$ cat src/rtl/cc_cap_pkg.sv
package cc_cap_pkg;
  localparam int unsigned BYTE_W    = 8;
  localparam int unsigned PAIR_BITS = 2 * BYTE_W;

  // Data bits in the low positions; top bit is 1 when the count of ones is even.
  function automatic logic [BYTE_W-1:0] tag_byte(input logic [BYTE_W-1:0] raw);
    tag_byte = {~(^raw), raw[BYTE_W-2:0]};
  endfunction
endpackage

$ cat src/rtl/cc_line_gate.sv
module cc_line_gate #(
  parameter int unsigned LINE_W   = 10,
  parameter int unsigned CAP_LINE = 21,
  parameter int unsigned WIN_SPAN = 2
) (
  input  logic [LINE_W-1:0] line_num,
  input  logic              field_in,
  input  logic              field_sel,
  input  logic              wide_win,
  input  logic              inhibit,
  output logic              qual
);
  localparam logic [LINE_W-1:0] LINE_MID = LINE_W'(CAP_LINE);
  localparam logic [LINE_W-1:0] LINE_LO  = LINE_W'(CAP_LINE - WIN_SPAN);
  localparam logic [LINE_W-1:0] LINE_HI  = LINE_W'(CAP_LINE + WIN_SPAN);

  logic line_ok;
  logic field_ok;

  always_comb begin
    if (wide_win) begin
      line_ok  = (line_num >= LINE_LO) && (line_num <= LINE_HI);
      field_ok = 1'b1;
    end else begin
      line_ok  = (line_num == LINE_MID);
      field_ok = (field_in == field_sel);
    end
    qual = !inhibit && line_ok && field_ok;
  end
endmodule

$ cat src/rtl/cc_bit_shifter.sv
module cc_bit_shifter
  import cc_cap_pkg::*;
(
  input  logic                 clk,
  input  logic                 rst_n,
  input  logic                 qual,
  input  logic                 start,
  input  logic                 strobe,
  input  logic                 din,
  input  logic                 field_in,
  output logic                 done,
  output logic [PAIR_BITS-1:0] bits,
  output logic                 cap_field
);
  localparam int unsigned      CNT_W = $clog2(PAIR_BITS);
  localparam logic [CNT_W-1:0] LAST  = CNT_W'(PAIR_BITS - 1);

  logic             busy;
  logic [CNT_W-1:0] cnt;

  always_ff @(posedge clk or negedge rst_n) begin
    if (!rst_n) begin
      busy      <= 1'b0;
      cnt       <= '0;
      bits      <= '0;
      done      <= 1'b0;
      cap_field <= 1'b0;
    end else begin
      done <= 1'b0;
      if (!busy) begin
        if (start && qual) begin
          busy      <= 1'b1;
          cnt       <= '0;
          cap_field <= field_in;
        end
      end else if (!qual) begin
        busy <= 1'b0;                        // abort: partial pair dropped
      end else if (strobe) begin
        bits <= {din, bits[PAIR_BITS-1:1]};  // LSB first
        if (cnt == LAST) begin
          busy <= 1'b0;
          done <= 1'b1;
        end else begin
          cnt <= cnt + 1'b1;
        end
      end
    end
  end

  AST_GATE_BLOCKS_BUSY: assert property (@(posedge clk) disable iff (!rst_n)
    !qual |=> !busy);

  AST_NO_DONE_WHEN_BLOCKED: assert property (@(posedge clk) disable iff (!rst_n)
    !qual |=> !done);
endmodule

$ cat src/rtl/cc_pair_hold.sv
module cc_pair_hold
  import cc_cap_pkg::*;
#(
  parameter int unsigned PAR_LIMIT = 4
) (
  input  logic                 clk,
  input  logic                 rst_n,
  input  logic                 done,
  input  logic [PAIR_BITS-1:0] bits,
  input  logic                 cap_field,
  input  logic                 pair_ready,
  output logic [BYTE_W-1:0]    byte_a,
  output logic [BYTE_W-1:0]    byte_b,
  output logic                 pair_valid,
  output logic                 st_field,
  output logic                 st_eds,
  output logic                 st_shutdown
);
  localparam int unsigned      ERR_W   = $clog2(PAR_LIMIT + 1);
  localparam logic [ERR_W-1:0] ERR_TOP = ERR_W'(PAR_LIMIT);
  localparam int unsigned      DATA_W  = BYTE_W - 1;

  logic [BYTE_W-1:0] tag_a, tag_b;
  logic              any_err;
  logic              eds_hit;
  logic [ERR_W-1:0]  err_run;

  always_comb begin
    tag_a   = tag_byte(bits[BYTE_W-1:0]);
    tag_b   = tag_byte(bits[PAIR_BITS-1:BYTE_W]);
    any_err = tag_a[BYTE_W-1] | tag_b[BYTE_W-1];
    eds_hit = cap_field && (tag_a[DATA_W-1:0] != '0) &&
              (tag_a[DATA_W-1:0] <= DATA_W'(15));
  end

  always_ff @(posedge clk or negedge rst_n) begin
    if (!rst_n) begin
      byte_a     <= '0;
      byte_b     <= '0;
      pair_valid <= 1'b0;
      st_field   <= 1'b0;
      st_eds     <= 1'b0;
      err_run    <= '0;
    end else if (done) begin
      byte_a     <= tag_a;
      byte_b     <= tag_b;
      pair_valid <= 1'b1;                  // overwrite, no back-pressure
      st_field   <= cap_field;
      st_eds     <= eds_hit;
      if (!any_err)              err_run <= '0;
      else if (err_run != ERR_TOP) err_run <= err_run + 1'b1;
    end else if (pair_ready) begin
      pair_valid <= 1'b0;
    end
  end

  assign st_shutdown = (err_run == ERR_TOP);

  AST_DONE_SETS_VALID: assert property (@(posedge clk) disable iff (!rst_n)
    done |=> pair_valid);

  AST_READY_CLEARS: assert property (@(posedge clk) disable iff (!rst_n)
    (pair_valid && pair_ready && !done) |=> !pair_valid);

  AST_HOLD_WITHOUT_PAIR: assert property (@(posedge clk) disable iff (!rst_n)
    !done |=> ($stable(byte_a) && $stable(byte_b) && $stable(st_field)));

  AST_CLEAN_PAIR_CLEARS: assert property (@(posedge clk) disable iff (!rst_n)
    (done && ($countones(bits[7:0]) % 2 == 1) && ($countones(bits[15:8]) % 2 == 1))
      |=> !st_shutdown);
endmodule

$ cat src/rtl/cc_pair_capture.sv
module cc_pair_capture
  import cc_cap_pkg::*;
#(
  parameter int unsigned LINE_W    = 10,
  parameter int unsigned CAP_LINE  = 21,
  parameter int unsigned WIN_SPAN  = 2,
  parameter int unsigned PAR_LIMIT = 4
) (
  input  logic              clk,
  input  logic              rst_n,
  input  logic [LINE_W-1:0] line_num,
  input  logic              field_in,
  input  logic              start_det,
  input  logic              bit_strobe,
  input  logic              bit_data,
  input  logic              cfg_field_sel,
  input  logic              cfg_wide_win,
  input  logic              cfg_inhibit,
  input  logic              pair_ready,
  output logic              pair_valid,
  output logic [7:0]        byte_a,
  output logic [7:0]        byte_b,
  output logic              data_ready_n,
  output logic              st_field,
  output logic              st_eds,
  output logic              st_shutdown
);
  logic                 qual;
  logic                 done;
  logic [PAIR_BITS-1:0] bits;
  logic                 cap_field;

  cc_line_gate #(
    .LINE_W(LINE_W), .CAP_LINE(CAP_LINE), .WIN_SPAN(WIN_SPAN)
  ) i_gate (
    .line_num(line_num), .field_in(field_in), .field_sel(cfg_field_sel),
    .wide_win(cfg_wide_win), .inhibit(cfg_inhibit), .qual(qual)
  );

  cc_bit_shifter i_shift (
    .clk(clk), .rst_n(rst_n), .qual(qual), .start(start_det),
    .strobe(bit_strobe), .din(bit_data), .field_in(field_in),
    .done(done), .bits(bits), .cap_field(cap_field)
  );

  cc_pair_hold #(.PAR_LIMIT(PAR_LIMIT)) i_hold (
    .clk(clk), .rst_n(rst_n), .done(done), .bits(bits),
    .cap_field(cap_field), .pair_ready(pair_ready),
    .byte_a(byte_a), .byte_b(byte_b), .pair_valid(pair_valid),
    .st_field(st_field), .st_eds(st_eds), .st_shutdown(st_shutdown)
  );

  assign data_ready_n = ~pair_valid;

  AST_DR_FOLLOWS_VALID: assert property (@(posedge clk) disable iff (!rst_n)
    $rose(pair_valid) |-> !data_ready_n);
endmodule

$ cat config.mk
export PLATFORM = sky130hd
export DESIGN_NAME = cc_pair_capture
export DESIGN_NICKNAME = d
export VERILOG_FILES = /design/src/rtl/cc_cap_pkg.sv /design/src/rtl/cc_line_gate.sv /design/src/rtl/cc_bit_shifter.sv /design/src/rtl/cc_pair_hold.sv /design/src/rtl/cc_pair_capture.sv
export SDC_FILE = /design/constraint.sdc
export NUM_CORES = 1
export LEC_CHECK = 0
export BUFFER_PORTS_ARGS = -buffer_cell sky130_fd_sc_hd__buf_2
export CORE_MARGIN = 3
export CORE_UTILIZATION = 40
export DETAILED_ROUTE_END_ITERATION = 10
export MAX_ROUTING_LAYER = met4
export PLACE_DENSITY_LB_ADDON = 0.3
export SYNTH_ARGS = -nofsm -noshare
export SYNTH_HDL_FRONTEND = slang
export SYNTH_SLANG_ARGS = --single-unit
$ cat constraint.sdc
create_clock -name clk -period 1.7 [get_ports clk]
set_input_delay 0.34 -clock clk [delete_from_list [all_inputs] [get_ports clk]]
set_output_delay 0.34 -clock clk [all_outputs]
set_load 0.05 [all_outputs]
# ---- After elaboration in Yosys (flattened, before gate mapping)
# Cells that the tools add are included.
dict set report totals {
  reg_bits 45
  input_bits 20
  wordCells 66
}
dict set report op_classes {
  eq_ne 9
  n_reduce_logical 16
  n_mux 20
  n_bitwise 5
  n_addsub 2
  n_lt_le_gt_ge 3
}
# operator n
set op_table {}
lappend op_table {{4-bit two-way mux} 5}
lappend op_table {{8-bit XOR reduction} 2}
lappend op_table {{1-bit two-way mux} 13}
lappend op_table {{10-bit by 5-bit == test with 1-bit output (second input constant)} 1}
lappend op_table {{10-bit by 5-bit greater-or-equal comparator with 1-bit output (second input constant)} 1}
lappend op_table {{10-bit by 5-bit <= comparator with 1-bit output (second input constant)} 1}
lappend op_table {{7-bit by 4-bit <= comparator with 1-bit output (second input constant)} 1}
lappend op_table {{7-bit nonzero test} 1}
lappend op_table {{1-bit logical AND} 6}
lappend op_table {{3-bit two-way mux} 2}
lappend op_table {{2-bit inequality test (second input constant)} 3}
lappend op_table {{4-bit by 1-bit adder with 4-bit output (second input constant)} 1}
lappend op_table {{4-bit == test (second input constant)} 1}
lappend op_table {{1-bit NOT} 4}
lappend op_table {{2-bit AND reduction} 2}
lappend op_table {{4-bit AND reduction} 1}
lappend op_table {{2-bit nonzero test} 2}
lappend op_table {{3-bit by 1-bit adder with 3-bit output (second input constant)} 1}
lappend op_table {{3-bit == test (second input constant)} 1}
lappend op_table {{3-bit inequality test (second input constant)} 1}
lappend op_table {{3-bit AND reduction} 1}
lappend op_table {{2-bit by 1-bit inequality test with 1-bit output (second input constant)} 1}
lappend op_table {{1-bit == test} 1}
lappend op_table {{1-bit logical NOT} 1}
lappend op_table {{1-bit OR} 1}

# ---- Longest topological paths before layout
# Gate-level depths: netlist of run 1.
dict set report depth {
  depth_word 8
  ltp_mapped 6
  depth_no_buf 6
}

# ---- Cells and area by module
# Synthesis of run 1 repeated with hierarchy kept, for this count alone.
dict set report unflattened {
  hier_cells 168
  hier_area_um2 2115.8
}
# module seq_area_each_um2 cells_each area_each_um2 n_inst
set modules_own_cells {}
lappend modules_own_cells {cc_pair_hold 550.5 91 1099.8 1}
lappend modules_own_cells {cc_bit_shifter 575.6 68 947.2 1}
lappend modules_own_cells {cc_line_gate 0.0 8 65.1 1}
lappend modules_own_cells {cc_pair_capture 0.0 1 3.8 1}

# ---- Worst setup path after synthesis of run 1
# OpenSTA, ideal clock, no wires.
dict set report synth_path {
  kind {input-to-reg}
  start {in cfg_field_sel}
  end {reg i_shift.bits[11]}
  arrival_time_ps 1715
  path_slack_ps -140
  setup_time_ps 125
  stages 5
  path_buffers 1
  required_ps 1575
  cell_sequence {xor2_1 o32a_4 nor3_4 buf_12 mux2_4}
}
dict set report synth_between {
  elab_chain_len 4
}
# element line_no
set synth_lines {}
lappend synth_lines {{from (decl)} cc_pair_capture.sv:16} ;# input logic cfg_field_sel,
lappend synth_lines {{1-bit == test} cc_line_gate.sv:26} ;# field_ok = (field_in == field_sel);
lappend synth_lines {{1-bit two-way mux} cc_line_gate.sv:21} ;# if (wide_win) begin
lappend synth_lines {{1-bit logical AND} cc_line_gate.sv:28} ;# qual = !inhibit && line_ok && field_ok;
lappend synth_lines {{3-bit AND reduction (no source line)} -}
lappend synth_lines {{to (signal assigned)} cc_bit_shifter.sv:39} ;# bits <= {din, bits[PAIR_BITS-1:1]};
lappend synth_lines {{to (decl)} cc_bit_shifter.sv:12} ;# output logic [PAIR_BITS-1:0] bits,
# No other way between the ends.
# A chain may end at the register's enable or synchronous reset.

# ---- Worst setup path in the final report of run 1
dict set report layout_path {
  start {reg i_shift.cnt[0]}
  end {reg i_shift.cnt[1]}
}
dict set report layout_between {
  elab_chain_len 5
}
# element line_no
set layout_lines {}
lappend layout_lines {{from (decl)} cc_bit_shifter.sv:19} ;# logic [CNT_W-1:0] cnt;
lappend layout_lines {{from (signal assigned)} cc_bit_shifter.sv:44} ;# cnt <= cnt + 1'b1;
lappend layout_lines {{4-bit by 1-bit adder with 4-bit output} cc_bit_shifter.sv:44}
lappend layout_lines {{4-bit two-way mux} cc_bit_shifter.sv:40} ;# if (cnt == LAST) begin
lappend layout_lines {{4-bit two-way mux} cc_bit_shifter.sv:38} ;# end else if (strobe) begin
lappend layout_lines {{4-bit two-way mux} cc_bit_shifter.sv:36} ;# end else if (!qual) begin
lappend layout_lines {{4-bit two-way mux} cc_bit_shifter.sv:30} ;# if (!busy) begin
# Parallel ways exist; a longest one is shown, timed or not. The select of a mux whose other input is x is not followed.

==> flow_metrics.env, run 1 <==
export IMPL_vias=1489
export IMPL_setup_tns_final_ns=0
export IMPL_critPathLaunchType="register"
export IMPL_clock_latency_ns=0.30
export IMPL_p_per_area_mw_per_mm2=728
export IMPL_hpwl_mm=2.93
export IMPL_crit_required_ns=1.88
export IMPL_grt_pass1_wl_mm=6.33
export IMPL_holdCritPathClass="in2async"
export IMPL_rsz0062_at_grt="no"
export IMPL_die_x_um=79.7
export IMPL_worst_pin_slew_ns=0.336
export IMPL_p_total_uw=1980
export IMPL_grt_pass1_vias=1436
export IMPL_slowest_stage="dfrtp_1"
export IMPL_regToRegSetupSlack_ns=0.08
export IMPL_highest_layer="met4"
export IMPL_violations="negative hold slack"
export IMPL_route_detailed_drc=0
export IMPL_core_area_mm2=0.00517
export IMPL_slew_violations=0
export IMPL_synth_common_cells="dfrtp_1 (45), mux2_2 (23), inv_1 (14)"
export IMPL_ys_top_cells_by_area="dfrtp_1 (52%), mux2_2 (12%), ha_1 (4.6%)"
export IMPL_place_area_mm2=0.00260
export IMPL_n_antenna_cell=0
export IMPL_firstDrtPassIters=5
export IMPL_cts_sinks=45
export IMPL_syn_num_nets=199
export IMPL_grt_total_usage_pct=13.2
export IMPL_drtAntennaViolNets=0
export IMPL_drt_wl_total_mm=3.82
export IMPL_async_flop_share_pct=100
export IMPL_htreeDepth=2
export IMPL_yosysTopAreaCellShare_pct=51.8
export IMPL_fin_skew_ns=0.00833
export IMPL_synthFlopType="dfrtp_1"
export IMPL_multi_input_area_um2=965
export IMPL_slew_headroom_pct=77.4
export IMPL_io_buffers=40
export IMPL_clk_pin_slew_ns=0.09
export IMPL_root_buffer="clkbuf_8"
export IMPL_final_nets=260
export IMPL_path_cells="ha_1 -> nand3_1 -> a31oi_1 -> or3_2 -> a32o_1"
export IMPL_fmax_mhz=618
export IMPL_crit_type="reg2reg"
export IMPL_start_util_pct=42.0
export IMPL_wl_per_cell_um=12.6
export IMPL_fin_area_mm2=0.00272
export IMPL_dp_slack_ns=-0.114
export IMPL_nFillCells=445
export IMPL_rows=26
export IMPL_whs_ns=-0.00304
export IMPL_seqCellArea_mm2=0.00113
export IMPL_yosysTopAreaCell="dfrtp_1"
export IMPL_tritoncts="yes"
export IMPL_syn_inst=171
export IMPL_crit_fanout=5
export IMPL_grt_max_degree=46
export IMPL_syn_area_mm2=0.00217
export IMPL_cap_viol_max_count=0
export IMPL_setup_ws_ns=0.0821
export IMPL_timing_final_crit_share_pct=95.2
export IMPL_antenna_found_initial=0
export IMPL_wl_met1_mm=1.66
export IMPL_die_area_mm2=0.00636
export IMPL_critPathCaptureType="register"
export IMPL_ir_worst_vdd_mv=0.366
export IMPL_rr_startpoint="i_shift.cnt[0]"
export IMPL_cts_buffers=5
export IMPL_avgSynthCellArea_um2=12.7
export IMPL_place_congestion=0.747
export IMPL_yosysMostFrequentCell="dfrtp_1"
export IMPL_syn_to_final_growth_pct=25.1
export IMPL_r2r_end="i_shift.cnt[1]"
export IMPL_synth_seq_cells=45
export IMPL_clock_path_buffers=2
export IMPL_wl_met3_um=221
export IMPL_final_setup_viol_count=0
export IMPL_drive_above_1_share_pct=42.9
export IMPL_p_leak_uw=0.00136
export IMPL_synth_edf_count=0
export IMPL_arrival_ns=1.80
export IMPL_crit_start="i_shift.cnt[0]"
export IMPL_io_pins=41
export IMPL_dieHeight_um=79.7
export IMPL_outcome="finished, violations left"
export IMPL_postLayoutCoreUtil_pct=52.6
export IMPL_routed_wl_met2_mm=1.88
export IMPL_overflow=0
export IMPL_synth_distinct_cells=38
export IMPL_hold_violations=8
export IMPL_fin_crit_ns=1.62
export IMPL_rr_worst_depth=5
export IMPL_drt_iter0_markers=102
export IMPL_worst_path_largest_cell_delay_ns=0.43
export IMPL_yosysWarnings=0
export IMPL_viasPerCell=4.91
export IMPL_seq_area_frac_synth_pct=51.8
-- per-layer routing --
metal  up-vias  GRT usage, %
li1        732             -
met1       707          15.3
met2        44          22.1
met3         6          3.61
met4         0          4.56
met5         -             -
-- logic make-up (layout without fill, tap and decap cells) --
| group | Yosys count | after routing | share of synthesized area, % |
|---|---|---|---|
| muxes | 33 | 33 | 17.4 |
| DFF | 45 | 45 | 51.8 |
| adders and majority gates | 8 | 8 | 4.60 |
| buffers and inverters | 19 | 81 | 4.49 |
| AOI/OAI and AO/OA | 21 | 21 | 7.42 |
| xor gates and xnor gates | 14 | 14 | 5.64 |
| and+or+nand+nor | 31 | 31 | 8.63 |
-- through the flow --
step / instances / hold slack, ns
final: 303 / -0.00304
after global routing: 303 / 0.00456
after CTS: 303 / 0.000410
after detailed placement: 295 / 0.339
after global placement: 295 / 0.339
after floorplan: 171 / 0.0444
-- worst max-delay path: cells and delay by family (launching register included) --
family / cells / cell delay (ns)
adder cells (fa/ha/maj): 1 / 0.25
flip-flops: 1 / 0.43
AO/OA/AOI/OAI: 2 / 0.30
AND/OR/NAND/NOR: 2 / 0.52
-- state kept, by name (all words and copies together), names as in the netlist --
register,count
i_shift.bits,16
i_hold.byte_a,8
i_hold.byte_b,8
i_shift.cnt,4
i_hold.err_run,3
i_hold.pair_valid,1
i_hold.st_eds,1
i_hold.st_field,1
i_shift.busy,1
i_shift.cap_field,1
i_shift.done,1
-- power breakdown --
part	switching [uW]	total [uW]	leakage (uW)	internal (uW)
sequential	0.612	1070	0.000603	1070
clock	349	827	0.0000574	478
combinational	46.2	84.0	0.000698	37.8
total	396	1980	0.00136	1590
-- placed cells by master, fill, tap and decap left out, types with 2 or more instances in the layout --
cell / synthesis / final
a21oi_1: 5 / 5
a31oi_1: 4 / 4
and2_1: 2 / 2
buf_12: 1 / 2
buf_2: 0 / 39
buf_4: 0 / 17
clkbuf_8: 1 / 6
dfrtp_1: 45 / 45
ha_1: 8 / 8
inv_1: 14 / 14
mux2_2: 23 / 23
mux2_4: 4 / 4
mux2i_1: 6 / 6
nand2_1: 6 / 6
nand3_1: 4 / 4
nand4_1: 2 / 2
nand4b_1: 2 / 2
nor2_1: 5 / 5
nor3_1: 3 / 3
o31ai_1: 2 / 2
xnor2_1: 11 / 11
xor2_1: 3 / 2
-- how the worst max path moves through the flow --
stage | end | slack [ns] | depth (start not counted)
floorplan | i_shift.bits[11] | -0.09 | 5
global placement | i_shift.bits[10] | -0.07 | 6
detailed placement | i_shift.bits[9] | -0.11 | 6
CTS | st_shutdown | 0.08 | 4
global route | i_hold.err_run[1] | 0.006 | 7
finish | i_shift.cnt[1] | 0.08 | 5
-- area by class of cell --
type,count,share of cell area (%)
Tap cell,70,3.22
Clock inverter,2,1.38
Inverter,14,1.93
Multi-Input combinational cell,107,35.4
Sequential cell,45,41.4
Timing Repair Buffer,59,13.6
Clock buffer,6,3.03
-- timing repair --
item,CTS,global route
buffers inserted,0,0
setup endpoints to repair,0,1
resized for setup,0,1
hold buffers,0,0
endpoints found under the hold margin,0,0
Note: power is estimated with default switching activity, not from simulation.
==> run 2: changes to the inputs <==
--- a/config.mk
+++ b/config.mk
@@ -5,12 +5,13 @@
 export SDC_FILE = /design/constraint.sdc
 export NUM_CORES = 1
 export LEC_CHECK = 0
-export BUFFER_PORTS_ARGS = -buffer_cell sky130_fd_sc_hd__buf_2
 export CORE_MARGIN = 3
 export CORE_UTILIZATION = 40
 export DETAILED_ROUTE_END_ITERATION = 10
+export DONT_BUFFER_PORTS = 1
 export MAX_ROUTING_LAYER = met4
 export PLACE_DENSITY_LB_ADDON = 0.3
+export SKIP_CTS_REPAIR_TIMING = 1
 export SYNTH_ARGS = -nofsm -noshare
 export SYNTH_HDL_FRONTEND = slang
 export SYNTH_SLANG_ARGS = --single-unit
==> run 2 against run 1 <==
  * The run now ends clean
  * Via count shrank 9.0%
  * Maximum frequency fell by 1.3%
  * Clock power decreased by 21%
  * Routed wire length grew 5.2%
  * Worst hold slack better by 0.16 ns
  * Total power decreased by 10%
  * Clock skew fell by 0.0029 ns
  * Utilization down 4.5 points
  * Die area stayed put
  * Critical path type unchanged
  * Largest power group unchanged
==> flow_metrics.env, run 2 (synthesis results as in run 1) <==
export IMPL_place_congestion=0.768
export IMPL_grt_total_usage_pct=13.9
export IMPL_crit_type="reg2reg"
export IMPL_io_pins=41
export IMPL_rr_startpoint="i_shift.cnt[0]"
export IMPL_n_antenna_cell=0
export IMPL_cts_sinks=45
export IMPL_antenna_found_initial=0
export IMPL_postLayoutCoreUtil_pct=48.2
export IMPL_grt_max_degree=46
export IMPL_grt_pass1_wl_mm=6.69
export IMPL_overflow=0
export IMPL_syn_to_final_growth_pct=14.6
export IMPL_dieHeight_um=79.7
export IMPL_ir_worst_vdd_mv=0.315
export IMPL_clock_path_buffers=2
export IMPL_critPathLaunchType="register"
export IMPL_rows=26
export IMPL_final_cell_mix="dfrtp_1 (45), mux2_2 (23), inv_1 (14)"
export IMPL_p_leak_uw=0.00115
export IMPL_critPathCaptureType="register"
export IMPL_drt_iter0_markers=69
export IMPL_tritoncts="yes"
export IMPL_root_buffer="clkbuf_8"
export IMPL_slew_headroom_pct=67.2
export IMPL_cap_viol_max_count=0
export IMPL_nFillCells=461
export IMPL_setup_ws_ns=0.0610
export IMPL_final_nets=216
export IMPL_viasPerCell=5.25
export IMPL_regMostFlops="i_shift.bits"
export IMPL_hold_violations=0
export IMPL_final_setup_viol_count=0
export IMPL_start_util_pct=42.0
export IMPL_fin_skew_ns=0.00543
export IMPL_io_buffers=0
export IMPL_firstDrtPassIters=4
export IMPL_p_total_uw=1770
export IMPL_dp_slack_ns=0.0110
export IMPL_reg_top3="i_shift.bits x16, i_hold.byte_a x8, i_hold.byte_b x8"
export IMPL_drt_wl_total_mm=4.02
export IMPL_clock_latency_ns=0.29
export IMPL_vias=1355
export IMPL_crit_required_ns=1.88
export IMPL_hp_start="pair_ready"
export IMPL_crit_start="i_shift.cnt[0]"
export IMPL_largest_reg_flops=16
export IMPL_core_area_mm2=0.00517
export IMPL_drive_above_1_share_pct=29.8
export IMPL_crit_fanout=5
export IMPL_die_x_um=79.7
export IMPL_holdCritPathClass="in2reg"
export IMPL_htreeDepth=2
export IMPL_clk_pin_slew_ns=0.08
export IMPL_grt_pass1_vias=1441
export IMPL_fmax_mhz=610
export IMPL_route_detailed_drc=0
export IMPL_wl_per_cell_um=15.6
export IMPL_hpwl_mm=2.92
export IMPL_die_area_mm2=0.00636
export IMPL_cts_buffers=5
export IMPL_drtAntennaViolNets=0
export IMPL_stdcell_count=258
export IMPL_fin_crit_ns=1.64
export IMPL_p_per_area_mw_per_mm2=712
export IMPL_mostFrequentLayoutCell="dfrtp_1"
export IMPL_arrival_ns=1.82
export IMPL_timing_final_crit_share_pct=96.4
export IMPL_slew_violations=0
export IMPL_placed_cells=249
export IMPL_whs_ns=0.161
export IMPL_outcome="finished, final reports clean"
export IMPL_worst_pin_slew_ns=0.493
[run 2: report_power, final]
| group | switching, uW | leakage (uW) | internal [uW] | total, uW |
|---|---|---|---|---|
| registers | 0.683 | 0.000603 | 1070 | 1070 |
| clock network | 328 | 0.0000443 | 323 | 650 |
| logic | 33.8 | 0.000503 | 20.1 | 54.0 |
| total | 362 | 0.00115 | 1410 | 1770 |
[run 2: per-layer routing]
layer / share of wire [%] / track usage [%]
met1: 42 / 16.3
met4: 1.1 / 4.22
met2: 51 / 23.5
met5: 0 / -
met3: 6.4 / 3.84
[run 2: final cells by class]
| class | count | area, um2 | area share, % |
|---|---|---|---|
| timing repair buffer | 15 | 148 | 5.93 |
| multi-input combinational | 107 | 991 | 39.8 |
| inverter | 14 | 52.6 | 2.11 |
| sequential | 45 | 1130 | 45.2 |
| clock buffer | 7 | 86.3 | 3.47 |
| tap | 70 | 87.6 | 3.52 |
[run 2: worst paths after layout]
kind                       depth (start not counted)           endpoint  slack, ns
max reg2reg                                        5     i_shift.cnt[1]       0.06
min reg2reg                                        1     i_shift.cnt[1]       0.54
min in group asynchronous                          2   i_hold.byte_b[1]       0.55
max in group asynchronous                          2   i_hold.byte_b[5]       0.95
max                                                5     i_shift.cnt[1]       0.06
min                                                1  i_hold.pair_valid       0.16
[run 2: worst max-delay path: stages, from the launching register on]
cell	delay (ns)
dfrtp_1	0.43
ha_1	0.26
nand3_1	0.11
a31oi_1	0.08
or3_2	0.43
a32o_1	0.21
[run 2: per-stage QoR]
step | instance area (um2) | TNS [ns]
final | 2490 | 0
after global routing | 2490 | -0.0430
after CTS | 2430 | 0
after global placement | 2340 | 0
after floorplan | 2190 | -0.363
after detailed placement | 2340 | 0
==> run 3: changes to the inputs <==
--- a/config.mk
+++ b/config.mk
@@ -5,6 +5,7 @@
 export SDC_FILE = /design/constraint.sdc
 export NUM_CORES = 1
 export LEC_CHECK = 0
+export ABC_AREA = 1
 export CORE_MARGIN = 3
 export CORE_UTILIZATION = 40
 export DETAILED_ROUTE_END_ITERATION = 10
@@ -12,6 +13,7 @@
 export MAX_ROUTING_LAYER = met4
 export PLACE_DENSITY_LB_ADDON = 0.3
 export SKIP_CTS_REPAIR_TIMING = 1
+export SLEW_MARGIN = 0
 export SYNTH_ARGS = -nofsm -noshare
 export SYNTH_HDL_FRONTEND = slang
 export SYNTH_SLANG_ARGS = --single-unit
==> run 3 against run 2 <==
  * Non-clock buffer count is 1 lower
  * Utilization is 0.88 points lower
  * Via count is 34% higher
  * Worst setup slack better by 0.038 ns
  * Clock-buffer cell count is 1 lower
  * Clock power is 32% higher
  * Synthesized area is 7.9% higher
  * Sequential cell count stayed put
  * Routed wire length is 12% higher
  * Worst hold slack worse by 0.018 ns
  * Critical path depth stayed put
  * Critical endpoint is now st_shutdown
  * Final area is 6.4% higher
==> flow_metrics.env, run 3 <==
export IMPL_fin_skew_ns=0.0118
export IMPL_hpwl_mm=3.17
export IMPL_cts_sinks=45
export IMPL_place_congestion=0.830
export IMPL_route_detailed_drc=0
export IMPL_setup_worst_path_end="st_shutdown"
export IMPL_drtAntennaViolNets=0
export IMPL_slowest_stage="dfrtp_1"
export IMPL_async_flop_share_pct=100
export IMPL_overflow=0
export IMPL_rr_startpoint="i_shift.bits[0]"
export IMPL_drive_above_1_share_pct=16.8
export IMPL_p_total_uw=1980
export IMPL_timing_final_crit_share_pct=94.2
export IMPL_crit_type="reg2out"
export IMPL_firstDrtPassIters=5
export IMPL_root_buffer="clkbuf_8"
export IMPL_cap_viol_max_count=0
export IMPL_yosysTopAreaCellShare_pct=48.0
export IMPL_io_buffers=0
export IMPL_synth_common_cells="nand2_1 (106), dfrtp_1 (45), inv_1 (41)"
export IMPL_worst_path_buf_inv=3
export IMPL_p_sw_share_pct=21.0
export IMPL_core_area_mm2=0.00561
export IMPL_p_leak_uw=0.00134
export IMPL_reg_top3="i_shift.bits x16, i_hold.byte_a x8, i_hold.byte_b x8"
export IMPL_die_x_um=82.6
export IMPL_worst_path_largest_cell_delay_ns=0.42
export IMPL_synth_distinct_cells=23
export IMPL_synth_seq_cells=45
export IMPL_syn_inst=293
export IMPL_comb_power_share_pct=2.6
export IMPL_switchingPower_uw=415
export IMPL_yosysTopAreaCell="dfrtp_1"
export IMPL_regMostFlops="i_shift.bits"
export IMPL_htreeDepth=2
export IMPL_fin_crit_ns=1.60
export IMPL_avgSynthCellArea_um2=8.01
export IMPL_critPathCaptureType="primary output"
export IMPL_mostFrequentLayoutCell="nand2_1"
export IMPL_fmax_mhz=625
export IMPL_holdCritPathClass="in2reg"
export IMPL_grt_pass1_wl_mm=7.58
export IMPL_ir_worst_vdd_mv=0.294
export IMPL_syn_area_mm2=0.00235
export IMPL_r2r_end="i_hold.err_run[0]"
export IMPL_start_util_pct=41.9
export IMPL_seq_area_frac_synth_pct=48.0
export IMPL_clkPwrFrac_pct=43.3
export IMPL_worst_pin_slew_ns=0.506
export IMPL_p_seq_share_pct=54.1
export IMPL_ys_top_cells_by_area="dfrtp_1 (48%), nand2_1 (17%), inv_1 (6.6%)"
export IMPL_die_area_mm2=0.00682
export IMPL_clock_latency_ns=0.31
export IMPL_wl_per_cell_um=11.8
export IMPL_syn_num_nets=321
export IMPL_clock_path_buffers=2
export IMPL_arrival_ns=1.26
export IMPL_grt_max_degree=46
export IMPL_syn_to_final_growth_pct=13.0
export IMPL_p_int_uw=1570
export IMPL_critPathLaunchType="register"
export IMPL_slew_violations=0
export IMPL_path_delay_family="flip-flops"
export IMPL_cp_depth=5
export IMPL_tritoncts="yes"
export IMPL_synth_edf_count=0
export IMPL_antenna_found_initial=0
export IMPL_grt_pass1_vias=1796
export IMPL_final_setup_viol_count=0
export IMPL_path_cells="inv_1 -> ha_1 -> nand2_1 -> inv_2 -> buf_6"
export IMPL_drt_iter0_markers=93
export IMPL_cts_buffers=5
export IMPL_p_per_area_mw_per_mm2=747
export IMPL_io_pins=41
export IMPL_dieHeight_um=82.6
export IMPL_crit_required_ns=1.36
export IMPL_crit_fanout=3
export IMPL_n_antenna_cell=0
export IMPL_hold_violations=0
export IMPL_yosysWarnings=0
export IMPL_yosysMostFrequentCell="nand2_1"
export IMPL_final_cell_mix="nand2_1 (105), dfrtp_1 (45), inv_1 (37)"
export IMPL_crit_start="i_hold.err_run[0]"
export IMPL_regToRegSetupSlack_ns=0.16
export IMPL_grt_total_usage_pct=14.8
export IMPL_drt_wl_total_mm=4.50
export IMPL_synthFlopType="dfrtp_1"
export IMPL_largest_reg_flops=16
export IMPL_outcome="finished, final reports clean"
export IMPL_rows=27
export IMPL_setup_tns_final_ns=0
export IMPL_viasPerCell=4.78
export IMPL_clk_pin_slew_ns=0.09
export IMPL_final_nets=336
export IMPL_slew_headroom_pct=66.3
export IMPL_vias=1822
export IMPL_rr_worst_depth=12
run 3: worst min path at each step:
stage               slack, ns           endpoint  startpoint  cells past startpoint
floorplan                0.04   i_hold.byte_a[0]       rst_n                      0
global placement         0.05   i_hold.byte_a[2]       rst_n                      0
detailed placement       0.05   i_hold.byte_a[1]       rst_n                      0
CTS                     -0.30   i_hold.byte_b[0]       rst_n                      0
global route             0.15  i_hold.pair_valid  pair_ready                      1
finish                   0.14  i_hold.pair_valid  pair_ready                      1
run 3: through the flow:
| stage | std cells | instance area (um2) | hold WS (ns) | utilization [%] | setup slack, ns |
|---|---|---|---|---|---|
| after floorplan | 293 | 2350 | 0.0444 | - | 0.239 |
| after global placement | 364 | 2430 | 0.0454 | 43.3 | 0.147 |
| after detailed placement | 364 | 2430 | 0.0454 | 43.3 | 0.0702 |
| after CTS | 372 | 2550 | -0.297 | 45.5 | 0.0294 |
| after global routing | 381 | 2650 | 0.148 | 47.3 | -0.0177 |
| final | 381 | 2650 | 0.143 | 47.3 | 0.0990 |
run 3: power groups by stage:
stage | registers [uW] | clock network [uW] | logic (uW)
final | 1070 | 858 | 52.0
after CTS | 1070 | 887 | 22.4
after detailed placement | 1090 | 0 | 22.3
after floorplan | 1090 | 0 | 19.6
after global routing | 1070 | 940 | 62.2
after global placement | 1090 | 0 | 21.5
run 3: cell type report:
| cell class | count | area [um2] |
|---|---|---|
| Clock buffer | 6 | 82.6 |
| Clock inverter | 2 | 37.5 |
| Multi-Input combinational cell | 200 | 1030 |
| Timing Repair Buffer | 14 | 131 |
| Sequential cell | 45 | 1130 |
| Tap cell | 72 | 90.1 |
| Fill cell | 564 | 2960 |
| Inverter | 42 | 158 |
run 3: cell families after synthesis:
kind of cell | share of synthesized area (%)
simple gates | 27.9
buf+inv | 8.64
flops | 48.0
compound gates | 10.1
fa+ha+maj | 4.26
xor+xnor | 1.12
run 3: routing by layer:
metal | vias up | GRT usage, % | routed length (um)
met5 | - | - | 0
met4 | 0 | 6.37 | 64
met3 | 7 | 4.99 | 287
met2 | 37 | 22.8 | 2080
met1 | 837 | 17.6 | 2080
li1 | 941 | - | -
